[src/rtl/lbist_pkg.sv]
package lbist_pkg;
  localparam int PRBS_W = 7;
  typedef logic [PRBS_W-1:0] prbs_t;
  localparam prbs_t SEED_FIX = 7'h01;
endpackage

[src/rtl/prbs7_predict.sv]
module prbs7_predict
  import lbist_pkg::*;
#(
  parameter int WORD_W = 24
) (
  input  prbs_t             state_i,
  output logic [WORD_W-1:0] word_o,
  output prbs_t             next_o
);
  prbs_t chain [0:WORD_W];
  assign chain[0] = state_i;

  for (genvar j = 0; j < WORD_W; j++) begin : g_step
    logic bit_j;
    assign bit_j              = chain[j][6] ^ chain[j][5];
    assign word_o[WORD_W-1-j] = bit_j;
    assign chain[j+1]         = {chain[j][5:0], bit_j};
  end

  assign next_o = chain[WORD_W];
endmodule

[src/rtl/bist_tracker.sv]
module bist_tracker
  import lbist_pkg::*;
#(
  parameter int WORD_W = 24,
  parameter int CNT_W  = 16
) (
  input  logic              clk,
  input  logic              rst,
  input  logic              bist_en,
  input  logic              rx_valid,
  input  logic [WORD_W-1:0] rx_data,
  output logic              run_o,
  output logic              err_stb_o,
  output logic              sticky_o,
  output logic [CNT_W-1:0]  cnt_o
);
  localparam logic [CNT_W-1:0] CNT_MAX = {CNT_W{1'b1}};

  logic              run_q, locked_q, err_q, sticky_q;
  logic [CNT_W-1:0]  cnt_q;
  prbs_t             state_q, seed, pred_next;
  logic [WORD_W-1:0] pred_word;
  logic              rise, mismatch;

  prbs7_predict #(.WORD_W(WORD_W)) u_pred (
    .state_i (state_q),
    .word_o  (pred_word),
    .next_o  (pred_next)
  );

  assign rise     = bist_en & ~run_q;
  assign mismatch = |(rx_data ^ pred_word);
  assign seed     = (rx_data[PRBS_W-1:0] == '0) ? SEED_FIX : rx_data[PRBS_W-1:0];

  always_ff @(posedge clk) begin
    if (rst) begin
      run_q    <= 1'b0;
      locked_q <= 1'b0;
      err_q    <= 1'b0;
      sticky_q <= 1'b0;
      cnt_q    <= '0;
      state_q  <= SEED_FIX;
    end else begin
      run_q <= bist_en;
      err_q <= 1'b0;
      if (rise) begin
        sticky_q <= 1'b0;
        cnt_q    <= '0;
        locked_q <= rx_valid;
        if (rx_valid) state_q <= seed;
      end else if (bist_en && rx_valid) begin
        if (!locked_q) begin
          state_q  <= seed;
          locked_q <= 1'b1;
        end else begin
          state_q <= pred_next;
          if (mismatch) begin
            err_q    <= 1'b1;
            sticky_q <= 1'b1;
            if (cnt_q != CNT_MAX) cnt_q <= cnt_q + 1'b1;
          end
        end
      end
    end
  end

  assign run_o     = run_q;
  assign err_stb_o = err_q;
  assign sticky_o  = sticky_q;
  assign cnt_o     = cnt_q;


  err_in_run_chk: assert property (@(posedge clk) disable iff (rst)
    err_q |-> run_q);

  cnt_step_chk: assert property (@(posedge clk) disable iff (rst)
    err_q |-> (cnt_q == CNT_W'($past(cnt_q) + 1'b1)) || ($past(cnt_q) == CNT_MAX));

  cnt_sat_chk: assert property (@(posedge clk) disable iff (rst)
    (cnt_q == CNT_MAX && run_q) |=> cnt_q == CNT_MAX);

  hold_chk: assert property (@(posedge clk) disable iff (rst)
    !bist_en |=> ($stable(sticky_q) && $stable(cnt_q) && !err_q));

  clear_chk: assert property (@(posedge clk) disable iff (rst)
    rise |=> (cnt_q == '0 && !sticky_q));
endmodule

[config.mk]
export PLATFORM = sky130hd
export DESIGN_NAME = bist_tracker
export DESIGN_NICKNAME = d
export VERILOG_FILES = /design/src/rtl/lbist_pkg.sv /design/src/rtl/prbs7_predict.sv /design/src/rtl/bist_tracker.sv
export SDC_FILE = /design/constraint.sdc
export NUM_CORES = 1
export LEC_CHECK = 0
export ABC_AREA = 1
export CORE_MARGIN = 2
export CORE_UTILIZATION = 40
export CTS_BUF_LIST = sky130_fd_sc_hd__clkbuf_2 sky130_fd_sc_hd__clkbuf_4 sky130_fd_sc_hd__clkbuf_8
export CTS_CLUSTER_SIZE = 20
export DETAILED_ROUTE_END_ITERATION = 10
export MAX_ROUTING_LAYER = met4
export PLACE_DENSITY = 0.6
export REMOVE_ABC_BUFFERS = 1
export SLEW_MARGIN = 0
export SYNTH_ARGS = -nofsm -noshare
export SYNTH_HDL_FRONTEND = slang
export SYNTH_SLANG_ARGS = --single-unit
[constraint.sdc]
create_clock -name clk -period 2.3 [get_ports clk]
set_input_delay 0.69 -clock clk [delete_from_list [all_inputs] [get_ports clk]]
set_output_delay 0.69 -clock clk [all_outputs]
set_load 0.02 [all_outputs]
==> run_results.csv <==
group,metric,value,unit
sta,worst_pin_slew,0.4493,ns
power,peakVddDrop,0.2642,mV
worst_setup_path,cp_slowest_cell,"clkdlybuf4s50_1",
sta,slew_headroom,69.77,%
die,boundaryPins,47,
worst_setup_path,cp-start-kind,"input pin",
min_path,hp-class,"flip-flop to flip-flop",
cells_and_area,utilization,55.22,%
sta,fin_skew,0.002951,ns
placed_design,dp_hpwl,5.190,mm
sta,period_minus_slack,2.234,ns
die,die_y,82.20,um
sta,max_freq,0.4476,GHz
worst_setup_path,end_kind,"flip-flop",
global_routing,grt_overflow,0,
worst_setup_path,r2r_slack,0.13,ns
sta,setup_violations,0,
clock_tree,cts.clk_slew.worst_paths,0.10,ns
detailed_routing,ant_nets,0,
worst_setup_path,r2r-start,"state_q[5]",
worst_setup_path,crit_path_frequent_cell,"nand2_1",
synth,synth_area,2446,sq um
synth,synth_edf_count,0,
clock_tree,cts_hold_buf,0,
cells_and_area,n_antenna_cell,0,
worst_setup_path,required,2.49,ns
synth,post_synth.cell_area_avg,5.534,sq um
clock_tree,clk_path_buf_depth,2,
worst_setup_path,slowest_delay,0.47,ns
synth,yosysTopAreaCellShare,25.93,%
clock_tree,cts_buffers,3,
min_path,hold_depth,2,
worst_setup_path,path_max_fanout,7,
synth,syn_inst,442,
synth,synth_area_leaders,"nand2_1 26%, dfxtp_1 22%, inv_1 9.2%",
die,dieWidth,82.20,um
detailed_routing,wl_met1,3.108,mm
cells_and_area,synthToLayoutAreaGrowth,33.66,%
power,power_density,397.9,nW/um^2
detailed_routing,viasPerCell,4.868,
detailed_routing,wl_met2,3.434,mm
detailed_routing,drt_pass1_iterations,4,
placed_design,dpl_cell_area,3074,sq um
synth,synthFlopType,"dfxtp_1",
placed_design,io_buffers,46,
detailed_routing,vias,2794,
sta,hold_slack,0.4735,ns
worst_setup_path,worst-r2r-cell-count,18,
cells_and_area,nFillCells,618,
placed_design,dp_worst_setup_slack,-0.2737,ns
sta,finalHoldViolations,0,
detailed_routing,routed_wl,6.903,mm
sta,min_period_over_period,97.13,%
clock_tree,cts.sinks,27,
die,coreArea,5921,sq um
synth,synth_common_cells,"169 x nand2_1, 60 x inv_1, 43 x nor2_1, 39 x nand3_1, 27 x dfxtp_1",
min_path,hp-start,"sticky_o",
die,std_cell_rows,28,
placed_design,gp_routability_congestion,0.8866,
worst_setup_path,crit_buf_inv,3,
outcome,outcome,"complete, no violations",
die,initial_core_util,41.31,%
sta,fin_ws,0.06602,ns
min_path,min_to,"sticky_o",
detailed_routing,drc,0,
synth,ys_warn_count,0,
clock_tree,ctsRootBufferMaster,"clkbuf_8",
global_routing,first_global_vias,2574,
worst_setup_path,critPathKind,"input pin to flip-flop",
detailed_routing,wl_met3,205,um
synth,synth.distinct_cells,28,
clock_tree,htreeDepth,1,
power,leakage,1.611,nW
synth,synth_most_common_cell,"nand2_1",
clock_tree,cts_tree,"done",
detailed_routing,initialDrtViolationCount,197,
global_routing,grt_first_pass_wirelength,10.98,mm
synth,synth-seq-cells,27,
worst_setup_path,critPathTopFamily,"simple AND/OR/NAND/NOR gates",
cells_and_area,nNetsFinal,529,
detailed_routing,top_layer_used,"met4",
synth,async_flop_share,0,%
cells_and_area,stdcell_area,3269,sq um
sta,final-max-slew-violation-count,0,
synth,yosysSeqAreaShare,22.10,%
clock_tree,clk-insertion-delay-late,0.28,ns
synth,yosysTopAreaCell,"nand2_1",
worst_setup_path,rr_endpoint,"cnt_o[9]",
worst_setup_path,cp_cell_sequence,"clkdlybuf4s50_1, nand3b_1, nand2_1, nor2_1, nand2_1, nor2_2, nand2_1, nor2_2, nand3_4, clkbuf_16, nand3_1, nand2_1, inv_2, nor2_2",
global_routing,antenna_found_initial,0,
sta,finalSetupTns,0,ns
die,die-area,6757,sq um
global_routing,grt_max_degree,31,
cells_and_area,drive_above_1_share,15.63,%
global_routing,grt_usage,21.02,%
detailed_routing,wl_per_cell,12.03,um
run,cap_violations,0,
worst_setup_path,cp.arrival,2.42,ns
-- flip-flops by register name, indices dropped and copies added, names as in the netlist --
register	count
locked_q	1
state_q	7
cnt_o	16
run_o	1
sticky_o	1
err_stb_o	1
-- cell usage in the layout, fill, tap and decap left out, types with 4 or more instances in the layout --
master | netlist | routed
dfxtp_1 | 27 | 20
clkdlybuf4s50_1 | 0 | 33
nor2_2 | 6 | 11
nand4_1 | 17 | 17
xor2_1 | 7 | 7
nand2_4 | 3 | 4
nand2_2 | 15 | 22
dlymetal6s2s_1 | 0 | 13
nand2_1 | 169 | 161
nor3_1 | 7 | 7
inv_1 | 60 | 60
nor2_1 | 43 | 38
nand3b_1 | 6 | 6
dfxtp_2 | 0 | 4
inv_2 | 9 | 8
buf_4 | 0 | 13
a21oi_1 | 9 | 9
a221oi_1 | 4 | 4
nand3_1 | 39 | 39
-- worst max-delay path by stage --
stage | to | slack (ns) | start | cells after the start
global route | cnt_o[7] | -0.04 | rx_data[11] | 14
floorplan | cnt_o[8] | 0.18 | cnt_o[0] | 14
global placement | cnt_o[1] | -0.26 | rx_data[23] | 17
detailed placement | cnt_o[9] | -0.27 | rx_data[23] | 17
CTS | cnt_o[10] | 0.02 | rx_data[23] | 17
finish | cnt_o[9] | 0.07 | rx_data[11] | 14
-- worst min-delay path: cells and delay by family, from the launching register on --
| family | cells | cell delay (ns) |
|---|---|---|
| and+or+nand+nor | 2 | 0.11 |
| DFF | 1 | 0.32 |
-- through the flow --
step / std cells / power, mW
floorplan: 432 / 0.8427
global placement: 568 / 1.004
detailed placement: 568 / 1.010
CTS: 572 / 1.299
global route: 574 / 1.401
finish: 574 / 1.301
-- area by class of cell --
type	count	area, sq um	area share, %
Multi-Input combinational cell	335	1623	49.64
Timing Repair Buffer	63	680.7	20.82
Sequential cell	27	556.8	17.03
Inverter	70	266.5	8.152
Tap cell	75	93.84	2.870
Clock buffer	3	41.29	1.263
Clock inverter	1	7.507	0.2296
-- routing by layer --
layer	global-route usage, %	vias to the layer above
li1	-	1491
met1	23.88	1239
met2	38.47	52
met3	1.630	12
met4	7.500	0
met5	-	-
-- cell families (layout without fill, tap and decap cells) --
group | Yosys count | after routing | share of synthesized area [%]
fa+ha+maj | 1 | 1 | 0.5114
buf+inv | 80 | 137 | 13.40
simple gates | 309 | 309 | 56.52
compound gates | 17 | 17 | 4.296
flops | 27 | 27 | 22.10
xor+xnor | 8 | 8 | 3.172
-- power breakdown --
part	total [mW]	leakage, nW	switching (mW)	internal (mW)
clock network	0.279	0.0217	0.156	0.123
logic	0.528	1.37	0.332	0.196
registers	0.494	0.222	0.0148	0.479
-- what timing repair did --
action / 4_1_cts / 5_1_grt
pin swaps: 0 / 16
setup buffers: 0 / 0
endpoints found under the setup margin: 16 / 18
cloned: 0 / 2
gates resized for setup: 1 / 38
Power figures use the tool's default switching activity.
